## src/rtl/dacin_pkg.sv

```systemverilog
package dacin_pkg;
  localparam int NCH = 2;
  typedef enum logic {
    CH_A = 1'b0,
    CH_B = 1'b1
  } chan_e;
endpackage

```

## src/rtl/dacin_sync.sv

```systemverilog
// Multi-stage resynchroniser for a vector of asynchronous inputs.
module dacin_sync #(
  parameter int W = 1,
  parameter int STAGES = 2,
  parameter logic [W-1:0] RST_VAL = '0
) (
  input  logic         clk,
  input  logic         rst_n,
  input  logic [W-1:0] d,
  output logic [W-1:0] q
);
  logic [W-1:0] pipe [STAGES];

  generate
    for (genvar s = 0; s < STAGES; s++) begin : g_stage
      if (s == 0) begin : g_first
        always_ff @(posedge clk or negedge rst_n) begin
          if (!rst_n) pipe[s] <= RST_VAL;
          else        pipe[s] <= d;
        end
      end else begin : g_next
        always_ff @(posedge clk or negedge rst_n) begin
          if (!rst_n) pipe[s] <= RST_VAL;
          else        pipe[s] <= pipe[s-1];
        end
      end
    end
  endgenerate

  assign q = pipe[STAGES-1];
endmodule

```

## src/rtl/dacin_shift.sv

```systemverilog
// Frame capture: counts falling serial clock edges inside a frame and
// keeps only the trailing bits that carry the channel select and code.
module dacin_shift #(
  parameter int WORD_BITS = 16,
  parameter int SEL_BIT = 12
) (
  input  logic           clk,
  input  logic           rst_n,
  input  logic           sclk_s,
  input  logic           sdata_s,
  input  logic           sync_n_s,
  output logic           word_vld,
  output logic [SEL_BIT:0] word_low
);
  localparam int CNT_W = $clog2(WORD_BITS + 1);
  localparam logic [CNT_W-1:0] LAST = CNT_W'(WORD_BITS - 1);
  localparam logic [CNT_W-1:0] FULL = CNT_W'(WORD_BITS);

  logic             sclk_q;
  logic             fall;
  logic [CNT_W-1:0] cnt;
  logic [SEL_BIT:0] sh;

  assign fall = sclk_q & ~sclk_s;

  always_ff @(posedge clk or negedge rst_n) begin
    if (!rst_n) begin
      sclk_q   <= 1'b1;
      cnt      <= '0;
      sh       <= '0;
      word_vld <= 1'b0;
    end else begin
      sclk_q   <= sclk_s;
      word_vld <= 1'b0;
      if (sync_n_s) begin
        cnt <= '0;
        sh  <= '0;
      end else if (fall && cnt != FULL) begin
        sh  <= {sh[SEL_BIT-1:0], sdata_s};
        cnt <= cnt + 1'b1;
        if (cnt == LAST) word_vld <= 1'b1;
      end
    end
  end

  assign word_low = sh;
endmodule

```

## src/rtl/dacin_load.sv

```systemverilog
// Load pin decode: level selects automatic mode, falling edge triggers
// a simultaneous transfer of all channels.
module dacin_load (
  input  logic clk,
  input  logic rst_n,
  input  logic load_s,
  output logic auto_en,
  output logic xfer_all
);
  logic load_q;

  always_ff @(posedge clk or negedge rst_n) begin
    if (!rst_n) load_q <= 1'b0;
    else        load_q <= load_s;
  end

  assign auto_en  = ~load_s;
  assign xfer_all = load_q & ~load_s;
endmodule

```

## src/rtl/dacin_chan.sv

```systemverilog
// One channel: input latch, converter register and update strobe.
module dacin_chan #(
  parameter int DATA_W = 12
) (
  input  logic              clk,
  input  logic              rst_n,
  input  logic              wr,
  input  logic [DATA_W-1:0] code,
  input  logic              auto_en,
  input  logic              xfer_all,
  output logic [DATA_W-1:0] dac,
  output logic              upd
);
  logic [DATA_W-1:0] lat;
  logic              ev;

  assign ev = (wr & auto_en) | xfer_all;

  always_ff @(posedge clk or negedge rst_n) begin
    if (!rst_n) begin
      lat <= '0;
      dac <= '0;
      upd <= 1'b0;
    end else begin
      if (wr) lat <= code;
      if (ev) dac <= wr ? code : lat;
      upd <= ev;
    end
  end
endmodule

```

## src/rtl/dacin_front.sv

```systemverilog
module dacin_front #(
  parameter int DATA_W = 12,
  parameter int WORD_BITS = 16,
  parameter int SEL_BIT = 12,
  parameter int SYNC_STAGES = 2
) (
  input  logic              clk,
  input  logic              rst_n,
  input  logic              sclk,
  input  logic              sdata,
  input  logic              sync_n,
  input  logic              load_n,
  output logic [DATA_W-1:0] dac_a,
  output logic [DATA_W-1:0] dac_b,
  output logic              upd_a,
  output logic              upd_b
);
  import dacin_pkg::*;

  localparam int PINS = 4;
  localparam logic [PINS-1:0] PIN_RST = 4'b0101;

  logic [PINS-1:0]    pins_s;
  logic               sclk_s, sdata_s, sync_n_s, load_s;
  logic               word_vld;
  logic [SEL_BIT:0]   word_low;
  logic               auto_en, xfer_all;
  logic [DATA_W-1:0]  dac_v [NCH];
  logic [NCH-1:0]     upd_v;
  chan_e              sel;

  dacin_sync #(.W(PINS), .STAGES(SYNC_STAGES), .RST_VAL(PIN_RST)) u_sync (
    .clk(clk), .rst_n(rst_n),
    .d({load_n, sync_n, sdata, sclk}),
    .q(pins_s)
  );

  assign sclk_s   = pins_s[0];
  assign sdata_s  = pins_s[1];
  assign sync_n_s = pins_s[2];
  assign load_s   = pins_s[3];

  dacin_shift #(.WORD_BITS(WORD_BITS), .SEL_BIT(SEL_BIT)) u_shift (
    .clk(clk), .rst_n(rst_n),
    .sclk_s(sclk_s), .sdata_s(sdata_s), .sync_n_s(sync_n_s),
    .word_vld(word_vld), .word_low(word_low)
  );

  dacin_load u_load (
    .clk(clk), .rst_n(rst_n), .load_s(load_s),
    .auto_en(auto_en), .xfer_all(xfer_all)
  );

  assign sel = chan_e'(word_low[SEL_BIT]);

  generate
    for (genvar c = 0; c < NCH; c++) begin : g_ch
      logic wr_c;
      assign wr_c = word_vld & (sel == chan_e'(c));
      dacin_chan #(.DATA_W(DATA_W)) u_chan (
        .clk(clk), .rst_n(rst_n),
        .wr(wr_c), .code(word_low[DATA_W-1:0]),
        .auto_en(auto_en), .xfer_all(xfer_all),
        .dac(dac_v[c]), .upd(upd_v[c])
      );
    end
  endgenerate

  assign dac_a = dac_v[CH_A];
  assign dac_b = dac_v[CH_B];
  assign upd_a = upd_v[CH_A];
  assign upd_b = upd_v[CH_B];
endmodule

```

## config.mk

```make
export PLATFORM = sky130hd
export DESIGN_NAME = dacin_front
export DESIGN_NICKNAME = d
export VERILOG_FILES = /design/src/rtl/dacin_pkg.sv /design/src/rtl/dacin_sync.sv /design/src/rtl/dacin_shift.sv /design/src/rtl/dacin_load.sv /design/src/rtl/dacin_chan.sv /design/src/rtl/dacin_front.sv
export SDC_FILE = /design/constraint.sdc
export NUM_CORES = 1
export LEC_CHECK = 0
export ABC_AREA = 1
export ABC_CLOCK_PERIOD_IN_PS = 2200
export BUFFER_PORTS_ARGS = -buffer_cell sky130_fd_sc_hd__buf_2
export CORE_MARGIN = 2
export CORE_UTILIZATION = 45
export CTS_CLUSTER_SIZE = 8
export DETAILED_ROUTE_END_ITERATION = 7
export GPL_TIMING_DRIVEN = 1
export SLEW_MARGIN = 20
export SYNTH_ARGS = -nofsm -noshare
export SYNTH_HDL_FRONTEND = slang
export SYNTH_SLANG_ARGS = --single-unit
export TNS_END_PERCENT = 50
```

## constraint.sdc

```tcl
create_clock -name clk -period 2.2 [get_ports clk]
set_input_delay 0.22 -clock clk [delete_from_list [all_inputs] [get_ports clk]]
set_output_delay 0.22 -clock clk [all_outputs]
set_load 0.02 [all_outputs]
```

==> flow_summary.yaml <==
clocking:
  clock_path_buffers: 2
  cts_hold_repair.buffers: 5
  cts.sinks: 79
  cts_tree: "done"
  clk_pin_slew_ns: 0.08
  root_buffer: "clkbuf_8"
  numCtsBuffers: 9
  cts_resized: 0
  post-cts-setup-buffers: 0
  ctsHtreeMaxLevel: 3
  worstSkewPairLatency_ns: 0.34
final_layout:
  antenna_cells: 0
  fin_cells: 448
  nNetsFinal: 356
  final_util_pct: 53.68
  syn_to_final_growth_pct: 14.85
  drive_gt1_share_pct: 23.30
global_route:
  use_met1_pct: 21.50
  grt_overflow: 0
  grt_use_met2_pct: 24.86
  antenna_found_initial: 0
  grt_pass1_wl_um: 9321
  grt_util_all_layers_pct: 15.97
  grt_max_degree: 48
  busiest_layer: "met2"
  use_met3_pct: 3.582
  grt_pass1_vias: 1954
pwr:
  powerDensity_mw_per_mm2: 760.0
  sw_frac_of_total_pct: 21.65
  power_switching_mw: 0.6002
  pwr-share-comb_pct: 4.0
  p_leak_nw: 1.696
  p_int_mw: 2.172
  peakVddDrop_mv: 0.4917
  pwr-share-seq_pct: 53.6
  pwr-share-clk_pct: 42.4
yosys:
  synthesis.nets: 318
  synthAdderAreaFrac_pct: 1.182
  synth_edf_count: 0
  synthTopCellsByArea: "dfrtp_1 (58%), nand2_1 (7.9%), inv_1 (5.7%)"
  synthMuxAreaShare_pct: 0
  synth_top_cells_by_count: "dfrtp_1 (74), nand2_1 (67), inv_1 (48)"
  synth_xor_area_share_pct: 0.2758
  ys_types: 22
  yosysMostFrequentCell: "dfrtp_1"
  syn_inst: 309
  synthArstFlopShare_pct: 100.0
  synthFlopType: "dfrtp_1"
  ys_seq_elements: 79
  synth-simple-area-share_pct: 12.84
  synth_compound_area_share_pct: 13.75
  synth_top_family_by_area: "compound AO/OA/AOI/OAI gates"
  synth.top_cell.area_share_pct: 58.31
  yosys.area.top_type: "dfrtp_1"
  syn_avg_cell_area_um2: 10.28
  yosys_warnings: 0
  synth_area_mm2: 0.003176
  ys_seq_area_share_pct: 62.45
placement:
  gp_congestion: 0.7871
  pre_cts_ws_ns: 0.5979
  numPortBuffers: 31
  dpl.cell_count: 427
  place_hpwl_um: 3528
die:
  initial_core_util_pct: 46.74
  die_y_um: 88.01
  core_area_mm2: 0.006794
  num_io_pins: 32
  num_rows: 30
  die-width_um: 88.01
  die-area_mm2: 0.007745
setup_path:
  r2r_cells: 9
  reg2reg_slack_ns: 0.56
  crit_arrival_ns: 1.88
  startpoint: "u_shift.cnt[0]$_DFFE_PN0P_"
  crit_top_cell: "inv_1"
  r2r-start: "u_shift.cnt[0]$_DFFE_PN0P_"
  required_ns: 2.45
  slowest_delay_ns: 0.43
  crit_fanout: 28
  r2r_end: "u_shift.word_low[1]$_DFFE_PN0P_"
  end_kind: "flop"
  cp_slowest_cell: "dfrtp_1"
  critPathKind: "reg -> reg"
  crit_path_start_kind: "flop"
  crit_chain: "inv_1 -> ha_1 -> nand2_1 -> inv_1 -> nand2_2 -> nand2_2 -> o21ai_0 -> nand2_1 -> inv_1"
  setup.worst_path.end: "u_shift.word_low[1]$_DFFE_PN0P_"
detailed_routing:
  drt_iter0_drc: 131
  dr.pass1.iters: 4
  drt_wl_total_um: 5424
  drc: 0
  viasPerCell: 4.554
  drt-wirelength-per-cell_um: 12.11
  vias: 2040
  ant_nets: 0
sta:
  finalHoldViolations: 0
  final.min_clock_period_ns: 1.635
  worst_slew_pin_slew_ns: 0.6042
  fin_skew_ns: 0.005236
  whs_ns: 0.3523
  drv_slew: 0
  period_share_pct: 74.32
  slew_headroom_pct: 59.63
  layout_setup_ws_ns: 0.5650
  rsz0062_at_grt: "false"
  final-setup-viol-count: 0
  clock.fmax_mhz: 611.6
  fin_setup_tns_ns: 0
status:
  outcome: "finished clean"
run:
  max_cap_violations: 0
hold_path:
  min_path_type: "in -> async"
[cells in the final DEF, fill, tap and decap left out]
| cell | netlist | routed |
|---|---|---|
| o211ai_1 | 1 | 1 |
| buf_4 | 3 | 3 |
| buf_12 | 0 | 1 |
| xnor2_1 | 1 | 1 |
| o21ai_0 | 17 | 17 |
| inv_2 | 2 | 2 |
| o21ai_1 | 29 | 29 |
| bufinv_16 | 0 | 2 |
| nand2_1 | 67 | 67 |
| dlygate4sd3_1 | 0 | 5 |
| dfrtp_1 | 74 | 74 |
| nand4_1 | 1 | 1 |
| ha_1 | 3 | 3 |
| clkinvlp_4 | 0 | 1 |
| nand3_1 | 18 | 18 |
| nand2_4 | 1 | 1 |
| clkbuf_1 | 0 | 1 |
| nand2_2 | 3 | 3 |
| clkinv_2 | 0 | 1 |
| nor2_1 | 5 | 5 |
| clkbuf_8 | 1 | 10 |
| buf_2 | 2 | 30 |
| dfstp_2 | 5 | 5 |
| inv_1 | 48 | 48 |
| o21ai_2 | 19 | 19 |
| nor2_4 | 1 | 1 |
| a21oi_4 | 2 | 2 |
| clkinv_4 | 0 | 1 |
[area by class of cell]
class	count	area, um^2
fillers	628	3147
clock buffers	11	141.4
flip-flops and latches	79	1983
inverters	50	187.7
multi-input cells	168	890.9
repair buffers	39	242.7
clock inverters	5	81.33
well taps	96	120.1
[layer usage]
layer | vias up | part of all wire (%)
met4 | 0 | 1.2
met2 | 34 | 47
li1 | 1046 | -
met5 | - | 0
met1 | 953 | 48
met3 | 7 | 3.3
[power groups by stage]
stage          clock network (mW)  registers (mW)  logic [mW]
2_1_floorplan                   0            1.51      0.0592
3_5_place_dp                    0            1.51       0.106
6_report                     1.18            1.49       0.111
5_1_grt                      1.27            1.49       0.126
3_3_place_gp                    0            1.51       0.105
4_1_cts                      1.21            1.48       0.114
[sequential cells by signal, indices dropped and copies added, names as in the netlist]
name / count
g_ch.u_chan.dac: 24
u_shift.sclk_q: 1
u_shift.word_low: 13
u_shift.cnt: 5
g_ch.u_chan.lat: 24
u_load.load_q: 1
u_sync.q: 4
u_sync.pipe: 4
g_ch.u_chan.upd: 2
u_shift.word_vld: 1
[worst min path at each step]
stage	from	end	slack (ns)
2_1_floorplan	rst_n	g_ch[0].u_chan.dac[0]$_DFFE_PN0P_	-0.08
3_3_place_gp	rst_n	g_ch[0].u_chan.dac[6]$_DFFE_PN0P_	0.20
3_5_place_dp	rst_n	g_ch[0].u_chan.dac[6]$_DFFE_PN0P_	0.20
4_1_cts	u_sync.pipe[5]$_DFF_PN0_	u_sync.q[1]$_DFF_PN0_	0.35
5_1_grt	u_sync.pipe[5]$_DFF_PN0_	u_sync.q[1]$_DFF_PN0_	0.36
6_report	rst_n	g_ch[0].u_chan.dac[6]$_DFFE_PN0P_	0.35
[stage by stage]
step	power, mW	instance area, um^2
detailed placement	1.620	3374
CTS	2.806	3647
finish	2.772	3647
floorplan	1.573	3176
global route	2.880	3647
global placement	1.617	3374
[cell families (layout without fill, tap and decap cells)]
group	Yosys count	count (layout)
AOI/OAI and AO/OA	68	68
xor gates and xnor gates	1	1
adders and majority gates	3	3
DFF	79	79
and+or+nand+nor	96	96
buffers and inverters	62	105
[worst max-delay path: cells and delay by family (launching register included)]
| kind | cells | cell delay (ns) |
|---|---|---|
| AND/OR/NAND/NOR | 4 | 0.60 |
| flip-flops | 1 | 0.43 |
| buffers and inverters | 3 | 0.19 |
| AO/OA/AOI/OAI | 1 | 0.17 |
| adder cells (fa/ha/maj) | 1 | 0.15 |
Note: power is estimated with default switching activity, not from simulation.
